[src/rtl/qr_pkg.sv]
package qr_pkg;
  localparam int unsigned RAIL_W = 4;
  typedef logic [RAIL_W-1:0] rail_t;

  typedef enum logic [1:0] {TX_IDLE, TX_DRIVE, TX_RTZ} tx_state_e;
  typedef enum logic [1:0] {RX_COLLECT, RX_ACKED, RX_OUT} rx_state_e;

  function automatic rail_t enc_digit(input logic [1:0] d);
    return rail_t'(1) << d;
  endfunction
endpackage

[src/rtl/qr_group_dec.sv]
module qr_group_dec
  import qr_pkg::*;
(
  input  rail_t      rail_i,
  output logic       valid_o,
  output logic       multi_o,
  output logic [1:0] digit_o
);
  always_comb begin
    valid_o = |rail_i;
    multi_o = (rail_i[0] & rail_i[1]) | (rail_i[0] & rail_i[2]) |
              (rail_i[0] & rail_i[3]) | (rail_i[1] & rail_i[2]) |
              (rail_i[1] & rail_i[3]) | (rail_i[2] & rail_i[3]);
    if (multi_o) digit_o = 2'b00;
    else         digit_o = {rail_i[3] | rail_i[2], rail_i[3] | rail_i[1]};
  end
endmodule

[src/rtl/qr_tx_ser.sv]
module qr_tx_ser
  import qr_pkg::*;
#(
  parameter int unsigned WORD_W = 8
) (
  input  logic              clk_i,
  input  logic              rst_ni,
  input  logic              s_req_i,
  output logic              s_gnt_o,
  input  logic [WORD_W-1:0] s_data_i,
  output rail_t             rail_o,
  input  logic              ack_i
);
  localparam int unsigned DIGITS = WORD_W / 2;
  localparam int unsigned IDX_W  = (DIGITS > 1) ? $clog2(DIGITS) : 1;

  tx_state_e         state_q;
  logic [WORD_W-1:0] word_q;
  logic [IDX_W-1:0]  idx_q;
  rail_t             rail_q;
  logic              last_digit;

  assign last_digit = (idx_q == IDX_W'(DIGITS - 1));
  assign s_gnt_o    = (state_q == TX_IDLE);
  assign rail_o     = rail_q;

  always_ff @(posedge clk_i or negedge rst_ni) begin
    if (!rst_ni) begin
      state_q <= TX_IDLE;
      word_q  <= '0;
      idx_q   <= '0;
      rail_q  <= '0;
    end else begin
      unique case (state_q)
        TX_IDLE: if (s_req_i) begin
          word_q  <= s_data_i >> 2;
          idx_q   <= '0;
          rail_q  <= enc_digit(s_data_i[1:0]);
          state_q <= TX_DRIVE;
        end
        TX_DRIVE: if (ack_i) begin
          rail_q  <= '0;
          state_q <= TX_RTZ;
        end
        TX_RTZ: if (!ack_i) begin
          if (last_digit) begin
            state_q <= TX_IDLE;
          end else begin
            idx_q   <= idx_q + 1'b1;
            rail_q  <= enc_digit(word_q[1:0]);
            word_q  <= word_q >> 2;
            state_q <= TX_DRIVE;
          end
        end
        default: state_q <= TX_IDLE;
      endcase
    end
  end
endmodule

[src/rtl/qr_rx_deser.sv]
module qr_rx_deser
  import qr_pkg::*;
#(
  parameter int unsigned WORD_W = 8
) (
  input  logic              clk_i,
  input  logic              rst_ni,
  input  rail_t             rail_i,
  output logic              ack_o,
  output logic              m_req_o,
  input  logic              m_gnt_i,
  output logic [WORD_W-1:0] m_data_o,
  output logic              m_err_o
);
  localparam int unsigned DIGITS = WORD_W / 2;
  localparam int unsigned IDX_W  = (DIGITS > 1) ? $clog2(DIGITS) : 1;

  rx_state_e         state_q;
  logic [WORD_W-1:0] word_q;
  logic [IDX_W-1:0]  idx_q;
  logic              ack_q;
  logic              err_q;
  logic              grp_valid;
  logic              grp_multi;
  logic [1:0]        grp_digit;
  logic              last_digit;

  qr_group_dec i_dec (
    .rail_i  (rail_i),
    .valid_o (grp_valid),
    .multi_o (grp_multi),
    .digit_o (grp_digit)
  );

  assign last_digit = (idx_q == IDX_W'(DIGITS - 1));
  assign ack_o      = ack_q;
  assign m_req_o    = (state_q == RX_OUT);
  assign m_data_o   = word_q;
  assign m_err_o    = err_q;

  always_ff @(posedge clk_i or negedge rst_ni) begin
    if (!rst_ni) begin
      state_q <= RX_COLLECT;
      word_q  <= '0;
      idx_q   <= '0;
      ack_q   <= 1'b0;
      err_q   <= 1'b0;
    end else begin
      unique case (state_q)
        RX_COLLECT: if (grp_valid) begin
          // shift in from the top: first digit lands in [1:0]
          word_q  <= {grp_digit, word_q[WORD_W-1:2]};
          err_q   <= err_q | grp_multi;
          ack_q   <= 1'b1;
          state_q <= RX_ACKED;
        end
        RX_ACKED: if (!grp_valid) begin
          ack_q <= 1'b0;
          if (last_digit) begin
            state_q <= RX_OUT;
          end else begin
            idx_q   <= idx_q + 1'b1;
            state_q <= RX_COLLECT;
          end
        end
        RX_OUT: if (m_gnt_i) begin
          idx_q   <= '0;
          err_q   <= 1'b0;
          state_q <= RX_COLLECT;
        end
        default: state_q <= RX_COLLECT;
      endcase
    end
  end
endmodule

[src/rtl/quad_rail_bridge.sv]
module quad_rail_bridge
  import qr_pkg::*;
#(
  parameter int unsigned WORD_W = 8
) (
  input  logic              clk_i,
  input  logic              rst_ni,
  input  logic              s_req_i,
  output logic              s_gnt_o,
  input  logic [WORD_W-1:0] s_data_i,
  output logic [3:0]        tx_rail_o,
  input  logic              tx_ack_i,
  input  logic [3:0]        rx_rail_i,
  output logic              rx_ack_o,
  output logic              m_req_o,
  input  logic              m_gnt_i,
  output logic [WORD_W-1:0] m_data_o,
  output logic              m_err_o
);
  rail_t tx_rail;

  qr_tx_ser #(.WORD_W(WORD_W)) i_tx (
    .clk_i    (clk_i),
    .rst_ni   (rst_ni),
    .s_req_i  (s_req_i),
    .s_gnt_o  (s_gnt_o),
    .s_data_i (s_data_i),
    .rail_o   (tx_rail),
    .ack_i    (tx_ack_i)
  );

  assign tx_rail_o = tx_rail;

  qr_rx_deser #(.WORD_W(WORD_W)) i_rx (
    .clk_i    (clk_i),
    .rst_ni   (rst_ni),
    .rail_i   (rx_rail_i),
    .ack_o    (rx_ack_o),
    .m_req_o  (m_req_o),
    .m_gnt_i  (m_gnt_i),
    .m_data_o (m_data_o),
    .m_err_o  (m_err_o)
  );
endmodule

[config.mk]
export PLATFORM = sky130hd
export DESIGN_NAME = quad_rail_bridge
export DESIGN_NICKNAME = d
export VERILOG_FILES = /design/src/rtl/qr_pkg.sv /design/src/rtl/qr_group_dec.sv /design/src/rtl/qr_tx_ser.sv /design/src/rtl/qr_rx_deser.sv /design/src/rtl/quad_rail_bridge.sv
export SDC_FILE = /design/constraint.sdc
export NUM_CORES = 1
export LEC_CHECK = 0
export BUFFER_PORTS_ARGS = -buffer_cell sky130_fd_sc_hd__buf_2
export CAP_MARGIN = 40
export CELL_PAD_IN_SITES_DETAIL_PLACEMENT = 1
export CELL_PAD_IN_SITES_GLOBAL_PLACEMENT = 1
export CORE_MARGIN = 10
export CORE_UTILIZATION = 43
export CTS_BUF_LIST = sky130_fd_sc_hd__clkbuf_4 sky130_fd_sc_hd__clkbuf_8
export CTS_CLUSTER_SIZE = 10
export DETAILED_ROUTE_END_ITERATION = 16
export GPL_ROUTABILITY_DRIVEN = 0
export HOLD_SLACK_MARGIN = 0.03
export PLACE_DENSITY_LB_ADDON = 0.1
export REMOVE_ABC_BUFFERS = 1
export SETUP_SLACK_MARGIN = 0.2
export SLEW_MARGIN = 10
export SYNTH_ARGS = -nofsm -noshare
export SYNTH_HDL_FRONTEND = slang
export SYNTH_SLANG_ARGS = --single-unit
[constraint.sdc]
create_clock -name clk_i -period 2.2 [get_ports clk_i]
set_clock_uncertainty 0.2 [all_clocks]
set_input_delay 0.11 -clock clk_i [delete_from_list [all_inputs] [get_ports clk_i]]
set_output_delay 0.11 -clock clk_i [all_outputs]
set_load 0.01 [all_outputs]
==> impl_metrics.json <==
{
  "n_fill_cell": 349,
  "post_cts_buffers": 0,
  "cts_tree": "built",
  "hp-class": "in -> reg",
  "cp.required_ns": 2.25,
  "num-nets-final": 185,
  "setup_tns_ns": 0,
  "start_kind": "register",
  "crit_chain": "ha_2, or4b_4, o21a_2, o31ai_2",
  "antenna_found_initial": 0,
  "pre_cts_slack_ns": 0.1710,
  "arrival_ns": 1.96,
  "worstMarginPinSlew_ns": 0.6234,
  "grt_pass1_wl_mm": 5.782,
  "ys_top_cells_by_count": "28 x dfrtp_1, 16 x mux2_2, 5 x inv_1, 5 x o21ai_0",
  "slew_violations": 0,
  "fin_ws_ns": 0.2891,
  "yosys_warnings": 0,
  "critPathTopFamily": "simple AND/OR/NAND/NOR gates",
  "cp_slowest_stage_delay_ns": 0.56,
  "cp_max_fo": 6,
  "grt_setup_unrepaired": "false",
  "irDropWorstVdd_v": 0.0005494,
  "antenna_left": 0,
  "cp_num_buf_inv": 0,
  "syn_area_um2": 1393,
  "dp_hpwl_mm": 2.446,
  "cts_buffers": 3,
  "regArea_um2": 701.9,
  "setup_viol": 0,
  "crit_path_top_delay_cell": "or4b_4",
  "ys_seq_area_frac": 0.5031,
  "drtPass1Iterations": 4,
  "critPathKind": "reg -> reg",
  "end_kind": "register",
  "synth_top_area_frac": 0.5031,
  "place_area_um2": 1597,
  "ys_seq_elements": 28,
  "ys_types": 36,
  "antenna_cells": 0,
  "viasPerCell": 5.306,
  "yosys.area.top_type": "dfrtp_1",
  "final_area_um2": 1810,
  "fin_crit_sh": 0.8686,
  "yosysMostFrequentCell": "dfrtp_1",
  "routed_wl_mm": 3.385,
  "cts_root_buf": "clkbuf_4",
  "io_pins": 33,
  "io_buffers": 32,
  "powerDensity_nw_per_um2": 1057,
  "wl_per_cell_um": 16.20,
  "vias": 1109,
  "p_leak_nw": 0.8212,
  "areaGrowthSynthToFinish_pct": 30.01,
  "insertion_delay_ns": 0.32,
  "max_cap_viol_count": 0,
  "route.detailed.drc": 0,
  "grt_usage": 0.1177,
  "grt_max_degree": 29,
  "total_power_w": 0.001913,
  "drive_gt1_frac": 0.3939,
  "synth_enable_flop_cells": 0,
  "std_cell_rows": 20,
  "slew_headroom": 0.5844,
  "cts_sinks": 28,
  "core_area_um2": 3078,
  "die_w_um": 76.91,
  "clock.fmax_mhz": 523.3,
  "start_util": 0.4524,
  "status": "finished, final reports clean",
  "grt_pass1_vias": 1226,
  "die_h_um": 76.91,
  "avgSynthCellArea_um2": 12.01,
  "synth-main-ff-cell": "dfrtp_1",
  "hold_violations": 0,
  "dieArea_um2": 5915,
  "multiInputGateArea_um2": 670.6,
  "ctsLongestPathBuffers": 2,
  "whs_ns": 0.04043,
  "fin_crit_ns": 1.911,
  "drt_iter0_drc": 39,
  "htree_num_levels": 1,
  "async_flop_share": 1.000,
  "ys_top_cells_by_area": "dfrtp_1 50%, mux2_2 13%, mux2i_1 2.9%",
  "path_clk_slew_ns": 0.15,
  "overflow": 0,
  "postSynthCellCount": 116
}
power by group:
part	switching, W	internal, W
Clock	0.000146	0.000101
Sequential	0.000172	0.000715
Combinational	0.000370	0.000410
Total	0.000687	0.00123
layout by cell type (no fill, tap or decap), types with 3 or more instances in the layout:
cell type	count
mux2i_1	4
clkbuf_4	3
o21a_1	3
nand2_1	4
a21oi_1	4
dlygate4sd3_1	16
o21ai_0	5
nor2b_1	4
o211ai_1	4
buf_2	32
dfrtp_1	27
nor2_1	4
inv_1	5
mux2_2	16
layer usage:
| metal | routed length [um] | GRT usage | vias up | share of wire |
|---|---|---|---|---|
| li1 | - | - | 534 | - |
| met1 | 1389 | 0.1272 | 554 | 0.41 |
| met2 | 1836 | 0.2175 | 19 | 0.54 |
| met3 | 146 | 0.03147 | 2 | 0.043 |
| met4 | 12 | 0.03346 | 0 | 0.0035 |
| met5 | 0 | 0 | - | 0 |
layout make-up:
class / count / share of cell area
Clock buffer: 4 / 0.02004
Timing Repair Buffer: 49 / 0.1811
Inverter: 5 / 0.01037
Sequential cell: 28 / 0.3877
Multi-Input combinational cell: 79 / 0.3704
Tap cell: 44 / 0.03041
through the flow:
stage | instances | util
after floorplan | 112 | -
after global placement | 189 | 0.5187
after detailed placement | 189 | 0.5187
after CTS | 209 | 0.5837
after global routing | 209 | 0.5882
final | 209 | 0.5882
final timing paths:
path                               start              end  slack [ns]  depth (start not counted)
min                         rx_rail_i[0]     i_rx.m_err_o        0.04                          3
min reg2reg                i_tx.idx_q[0]    i_tx.idx_q[0]        0.32                          1
min in group asynchronous         rst_ni   i_tx.rail_o[0]        0.11                          2
max                        i_tx.idx_q[0]   i_tx.rail_o[2]        0.29                          4
max reg2reg                i_tx.idx_q[0]   i_tx.rail_o[2]        0.29                          4
max in group asynchronous         rst_ni  i_tx.state_q[1]        1.24                          2
cells by family after synthesis:
logic type               synth area share
flip-flops                         0.5031
buffers and inverters             0.02695
AO/OA/AOI/OAI                      0.1806
multiplexers                       0.1581
AND/OR/NAND/NOR                    0.1060
adder cells (fa/ha/maj)           0.02515
sequential cells by signal, summed over array words and instances (netlist names):
register,flops
i_rx.state_q,2
i_tx.state_q,2
i_rx.idx_q,2
i_tx.idx_q,2
i_rx.ack_o,1
i_tx.rail_o,4
i_rx.m_data_o,8
i_rx.m_err_o,1
i_tx.word_q,6
timing repair:
action | in CTS | in global routing
hold buffers | 16 | 0
resized for setup | 1 | 4
hold endpoints to repair | 49 | 0
endpoints found under the setup margin | 4 | 7
tightest hold or removal path: stages:
cell	delay [ns]
buf_2	0.13
o221a_2	0.20
o21a_1	0.11
Note: power is estimated with default switching activity, not from simulation.
